[src/rtl/clkout_gen_pkg.sv]
package clkout_gen_pkg;

  // largest main-clock division ratio; codes count down from it by powers of two
  localparam int MAX_RATIO = 8;

  typedef enum logic [1:0] {
    DIV8 = 2'b00,
    DIV4 = 2'b01,
    DIV2 = 2'b10,
    DIV1 = 2'b11
  } divsel_e;

  typedef enum logic [1:0] {
    SLP_NONE = 2'b00,
    SLP_XTAL = 2'b01,
    SLP_RING = 2'b10,
    SLP_RSVD = 2'b11
  } slpsrc_e;

  // control to datapath strobes
  typedef struct packed {
    logic    run;
    divsel_e sel;
  } ctl_strb_t;

endpackage

[src/rtl/clkout_gen_ctrl.sv]
module clkout_gen_ctrl
  import clkout_gen_pkg::*;
#(
  parameter int STARTUP_CYC = 1024
) (
  input  logic      clk,
  input  logic      rstN,
  input  logic [1:0] divSel,
  input  logic      outDisable,
  input  logic      periodEnd,
  output ctl_strb_t strb
);

  localparam int TMR_W = $clog2(STARTUP_CYC + 2);

  logic [TMR_W-1:0] tmrQ;
  logic             startDone;
  ctl_strb_t        cfgQ;

  assign startDone = (tmrQ == TMR_W'(STARTUP_CYC));

  // start-up timer: counts main cycles once after reset, then holds
  always_ff @(posedge clk or negedge rstN) begin
    if (!rstN) begin
      tmrQ <= '0;
    end else if (!startDone) begin
      tmrQ <= tmrQ + 1'b1;
    end
  end

  // settings are adopted only where the datapath reports a period boundary
  always_ff @(posedge clk or negedge rstN) begin
    if (!rstN) begin
      cfgQ.run <= 1'b0;
      cfgQ.sel <= DIV8;
    end else if (periodEnd) begin
      cfgQ.run <= startDone & ~outDisable;
      cfgQ.sel <= divsel_e'(divSel);
    end
  end

  assign strb = cfgQ;

endmodule

[src/rtl/clkout_gen_dp.sv]
module clkout_gen_dp
  import clkout_gen_pkg::*;
(
  input  logic      clk,
  input  logic      rstN,
  input  ctl_strb_t strb,
  output logic      periodEnd,
  output logic      divQ,
  output logic      gateQ,
  output logic      clkOut
);

  localparam int CNT_W = (MAX_RATIO > 4) ? $clog2(MAX_RATIO / 2) : 1;

  logic [CNT_W-1:0] cntQ;
  logic [CNT_W-1:0] halfLast;
  logic             bypass;

  // last count value of one half period for the active ratio
  always_comb begin
    halfLast = '0;
    if (strb.sel != DIV1) begin
      halfLast = CNT_W'(((MAX_RATIO >> strb.sel) / 2) - 1);
    end
  end

  assign bypass    = !strb.run || (strb.sel == DIV1);
  assign periodEnd = bypass || (divQ && (cntQ == halfLast));

  // divided output register for ratios of two and above
  always_ff @(posedge clk or negedge rstN) begin
    if (!rstN) begin
      cntQ <= '0;
      divQ <= 1'b0;
    end else if (bypass) begin
      cntQ <= '0;
      divQ <= 1'b0;
    end else if (cntQ == halfLast) begin
      cntQ <= '0;
      divQ <= ~divQ;
    end else begin
      cntQ <= cntQ + 1'b1;
    end
  end

  // divide-by-one gate, updated while the clock is low
  always_ff @(negedge clk or negedge rstN) begin
    if (!rstN) begin
      gateQ <= 1'b0;
    end else begin
      gateQ <= strb.run && (strb.sel == DIV1);
    end
  end

  assign clkOut = (clk & gateQ) | divQ;

endmodule

[src/rtl/clkout_gen_slp.sv]
module clkout_gen_slp
  import clkout_gen_pkg::*;
#(
  parameter int EXP_W       = 5,
  parameter int SYNC_STAGES = 2
) (
  input  logic             clk,
  input  logic             rstN,
  input  logic             slpXtal,
  input  logic             slpRing,
  input  logic [1:0]       slpSrc,
  input  logic [EXP_W-1:0] slpExp,
  output logic             slpClkOut
);

  localparam int CNT_W = (1 << EXP_W) - 1;

  logic                 srcRaw;
  logic                 srcValid;
  logic [SYNC_STAGES:0] syncQ;
  logic                 srcLvl;
  logic                 srcRise;
  logic [CNT_W-1:0]     cntQ;
  logic [CNT_W-1:0]     cntNext;
  logic                 divBit;
  logic                 outQ;

  always_comb begin
    unique case (slpsrc_e'(slpSrc))
      SLP_XTAL: srcRaw = slpXtal;
      SLP_RING: srcRaw = slpRing;
      default:  srcRaw = 1'b0;
    endcase
  end

  assign srcValid = (slpSrc == SLP_XTAL) || (slpSrc == SLP_RING);

  // synchroniser chain plus one stage for edge detection
  always_ff @(posedge clk or negedge rstN) begin
    if (!rstN) begin
      syncQ <= '0;
    end else begin
      syncQ <= {syncQ[SYNC_STAGES-1:0], srcRaw};
    end
  end

  assign srcLvl  = syncQ[SYNC_STAGES-1];
  assign srcRise = srcLvl & ~syncQ[SYNC_STAGES];
  assign cntNext = srcRise ? cntQ + 1'b1 : cntQ;
  assign divBit  = (slpExp == '0) ? srcLvl : cntNext[slpExp - 1'b1];

  always_ff @(posedge clk or negedge rstN) begin
    if (!rstN) begin
      cntQ <= '0;
      outQ <= 1'b0;
    end else if (!srcValid) begin
      cntQ <= '0;
      outQ <= 1'b0;
    end else begin
      cntQ <= cntNext;
      outQ <= divBit;
    end
  end

  assign slpClkOut = outQ;

endmodule

[src/rtl/clkout_gen.sv]
module clkout_gen
  import clkout_gen_pkg::*;
#(
  parameter int STARTUP_CYC = 1024,
  parameter int SLP_EXP_W   = 5,
  parameter int SYNC_STAGES = 2
) (
  input  logic                 clk,
  input  logic                 rstN,
  input  logic [1:0]           divSel,
  input  logic                 outDisable,
  input  logic                 slpXtal,
  input  logic                 slpRing,
  input  logic [1:0]           slpSrc,
  input  logic [SLP_EXP_W-1:0] slpExp,
  output logic                 clkOut,
  output logic                 slpClkOut
);

  ctl_strb_t strb;
  logic      periodEnd;
  logic      divQ;
  logic      gateQ;

  clkout_gen_ctrl #(
    .STARTUP_CYC(STARTUP_CYC)
  ) ctrl_i (
    .clk       (clk),
    .rstN      (rstN),
    .divSel    (divSel),
    .outDisable(outDisable),
    .periodEnd (periodEnd),
    .strb      (strb)
  );

  clkout_gen_dp dp_i (
    .clk      (clk),
    .rstN     (rstN),
    .strb     (strb),
    .periodEnd(periodEnd),
    .divQ     (divQ),
    .gateQ    (gateQ),
    .clkOut   (clkOut)
  );

  clkout_gen_slp #(
    .EXP_W      (SLP_EXP_W),
    .SYNC_STAGES(SYNC_STAGES)
  ) slp_i (
    .clk      (clk),
    .rstN     (rstN),
    .slpXtal  (slpXtal),
    .slpRing  (slpRing),
    .slpSrc   (slpSrc),
    .slpExp   (slpExp),
    .slpClkOut(slpClkOut)
  );

endmodule

[config.mk]
export PLATFORM = sky130hd
export DESIGN_NAME = clkout_gen
export DESIGN_NICKNAME = d
export VERILOG_FILES = /design/src/rtl/clkout_gen_pkg.sv /design/src/rtl/clkout_gen_ctrl.sv /design/src/rtl/clkout_gen_dp.sv /design/src/rtl/clkout_gen_slp.sv /design/src/rtl/clkout_gen.sv
export SDC_FILE = /design/constraint.sdc
export NUM_CORES = 1
export LEC_CHECK = 0
export ABC_CLOCK_PERIOD_IN_PS = 6550
export BUFFER_PORTS_ARGS = -buffer_cell sky130_fd_sc_hd__buf_2
export CAP_MARGIN = 20
export CORE_UTILIZATION = 40
export CTS_CLUSTER_DIAMETER = 120
export DETAILED_ROUTE_END_ITERATION = 6
export GPL_ROUTABILITY_DRIVEN = 0
export GPL_TIMING_DRIVEN = 0
export REMOVE_ABC_BUFFERS = 1
export SLEW_MARGIN = 20
export SYNTH_ARGS = -nofsm -noshare
export SYNTH_HDL_FRONTEND = slang
export SYNTH_SLANG_ARGS = --single-unit
[constraint.sdc]
create_clock -name clk -period 6.55 [get_ports clk]
set_input_delay 1.6375 -clock clk [delete_from_list [all_inputs] [get_ports clk]]
set_output_delay 1.6375 -clock clk [all_outputs]
set_load 0.05 [all_outputs]
==> results.md <==
- Post-CTS resize count: 0
- Gate power share: 9.7%
- CORE AREA: 0.00785 mm^2
- Crit path max fanout: 1
- Dpl hpwl: 5120 um
- All-layer global routing usage: 18.4%
- Leakage: 1.50 nW
- DP Area: 0.00346 mm^2
- Nets: 407
- Number of global-route vias before repair: 2,685
- Sw power: 0.000172 W
- Ys flop type: dfrtp_1
- Ys Warns: 0
- DR iter-0 viols: 162
- WL final: 7340 um
- Crit path launch type: register
- Row Count: 32
- DRC Markers: 0
- Detailed-route via count: 2,737
- Capturing point of the worst reg2reg path: dp_i.gateQ$_DFF_NN0_
- Min-Delay Startpoint: slp_i.syncQ[0]$_DFF_PN0_
- Cells after Synth: 375
- Setup tns final: 0 ns
- Post-CTS setup buffers: 0
- Critical path's slowest cell: dfrtn_1
- Antenna diodes: 0
- Slew Viols, Final: 0
- Req. time, crit path: 4.91 ns
- Clock Skews: 0.0124 ns
- Die ar.: 0.00861 mm^2
- Hold-fix buffers, CTS: 0
- Synth area leader: dfrtp_1
- PD cells: 180 mW/mm^2
- Sequential share of power: 51.4%
- Die Width: 92.8 um
- First-pass GRT wire length: 12,600 um
- Synth Cell Area: 0.00330 mm^2
- Part of the power in the clock network: 38.9%
- Count leader, synth: dfrtp_1
- FF-to-FF Start: ctrl_i.strb[0]$_DFFE_PN0P_
- # IOs: 16
- Filler instances: 804
- Measured slew at the worst slew-check pin: 0.917 ns
- Worst r2r path cells: 1
- Hold path depth: 0
- Routed vias/inst: 5.59
- Critical Path Stages: 2
- Largest net degree at the start of global routing: 54
- Max VDD drop: 0.118 mV
- CTS tree: yes
- Critical path class: register to output port
- Sw Ratio: 26.4%
- Initial Util: 42.0%
- P_int: 0.000477 W
- Die height: 92.8 um
- Clock Latency Late Sink: 0.43 ns
- Async S/R FF share, synth: 100%
- Ratio of cells with drive above 1 in the final layout: 10.3%
- Crit path DAT: 4.46 ns
- Overflow after GRT: 0
- Final instance area: 0.00360 mm^2
- DRT antenna net count: 0
- Crit-path cells: a21o_1 > buf_2
- Worst Hold Class: register to register
- Synth Register Bits: 53
- Initial antenna violation count: 0
- Register area share after synthesis: 40.2%
- Delay-heaviest family, CP: flip-flops
- DR WL/cell: 15.0 um
- Area Overhead vs Synth: 9.26%
- Crit. End Element: output port
- R2R Setup Slk: 2.50 ns
- Max-cap violations: 0
- RSZ-0062 raised after global routing: false
- Synth unique cells: 61
- CP peak stage delay: 0.41 ns
- Outcome: completed
- DRT Pass-1 Iters: 4
- Post-synth EDFFs: 0
- Hold endpoint: slp_i.syncQ[1]$_DFF_PN0_
- Final Hold Viols: 0
- Top cells by area, synth: dfrtp_1 (39%), xor2_1 (6.6%), nor2_1 (5.8%), nand2_1 (4.3%), nand3_1 (4.2%)
- Endpoints failing setup: 0
- Synth cell count leaders: dfrtp_1 (52), nor2_1 (51), nand2_1 (38)
- Final cell count without fillers: 490
- Clk slew on worst S/H paths: 0.10 ns
- I/O Buffers: 15
- Slew HR: 38.3%
- Mean Syn Cell Area: 8.80 um^2
- CP Buf/Inv Count: 1
- Cells after DPL: 479
- Yosys top cell area share: 39.5%
==> state kept, by name, summed over array words and instances, names as in the netlist <==
signal and count:
ctrl_i.strb 3, ctrl_i.tmrQ 11, dp_i.cntQ 2, dp_i.divQ 1, dp_i.gateQ 1, slp_i.cntQ 31, slp_i.slpClkOut 1, slp_i.syncQ 3
==> power groups by stage <==
stage / clock network [W] / logic (W) / registers (W)
finish: 0.000252 / 0.0000632 / 0.000334
CTS: 0.000259 / 0.0000641 / 0.000334
global route: 0.000269 / 0.0000713 / 0.000334
==> layer usage <==
layer / track usage (%) / part of all wire [%]
met1: 24.4 / 49
met2: 30.2 / 46
met4: 5.51 / 0.87
met3: 3.45 / 3.6
met5: 0 / 0
==> logic make-up (layout without fill, tap and decap cells) <==
logic type / Yosys count / in the layout / synth area share [%]
AND/OR/NAND/NOR: 178 / 178 / 27.4
XOR/XNOR: 40 / 40 / 10.6
buffers and inverters: 26 / 39 / 3.07
flip-flops: 53 / 53 / 40.2
adder cells (fa/ha/maj): 6 / 6 / 2.28
multiplexers: 7 / 7 / 2.20
AO/OA/AOI/OAI: 65 / 65 / 14.2
==> final cells by class <==
cell class | instances | area (um^2) | area share, %
inverter | 13 | 48.8 | 1.35
clock buffer | 10 | 129 | 3.58
sequential | 53 | 1330 | 36.8
clock inverter | 2 | 17.5 | 0.486
tap | 102 | 128 | 3.54
multi-input combinational | 296 | 1880 | 52.2
timing repair buffer | 14 | 72.6 | 2.01
==> how the worst max path moves through the flow <==
stage	start	to	slack, ns
4_1_cts	dp_i.gateQ$_DFF_NN0_	clkOut	0.45
2_1_floorplan	dp_i.gateQ$_DFF_NN0_	clkOut	0.90
5_1_grt	dp_i.gateQ$_DFF_NN0_	clkOut	0.41
3_5_place_dp	dp_i.gateQ$_DFF_NN0_	clkOut	0.93
6_report	dp_i.gateQ$_DFF_NN0_	clkOut	0.46
3_3_place_gp	rstN	dp_i.gateQ$_DFF_NN0_	0.66
==> through the flow <==
step,power [W],hold slack [ns],setup WS (ns),utilization (%)
finish,0.000649,0.360,0.455,45.9
global route,0.000675,0.374,0.415,45.9
CTS,0.000657,0.365,0.447,45.9
detailed placement,0.000404,0.340,0.931,44.1
global placement,0.000403,0.336,0.659,43.9
floorplan,0.000378,0.331,0.900,-
==> cells in the final DEF, fill, tap and decap left out, types with 11 or more instances in the layout <==
| cell | instances |
|---|---|
| buf_2 | 14 |
| nor2_1 | 51 |
| inv_1 | 13 |
| a21oi_1 | 15 |
| xor2_1 | 25 |
| xnor2_1 | 15 |
| dfrtp_1 | 52 |
| nand2_1 | 38 |
| nand4_1 | 11 |
| nand3_1 | 28 |
Note: power is estimated with default switching activity, not from simulation.
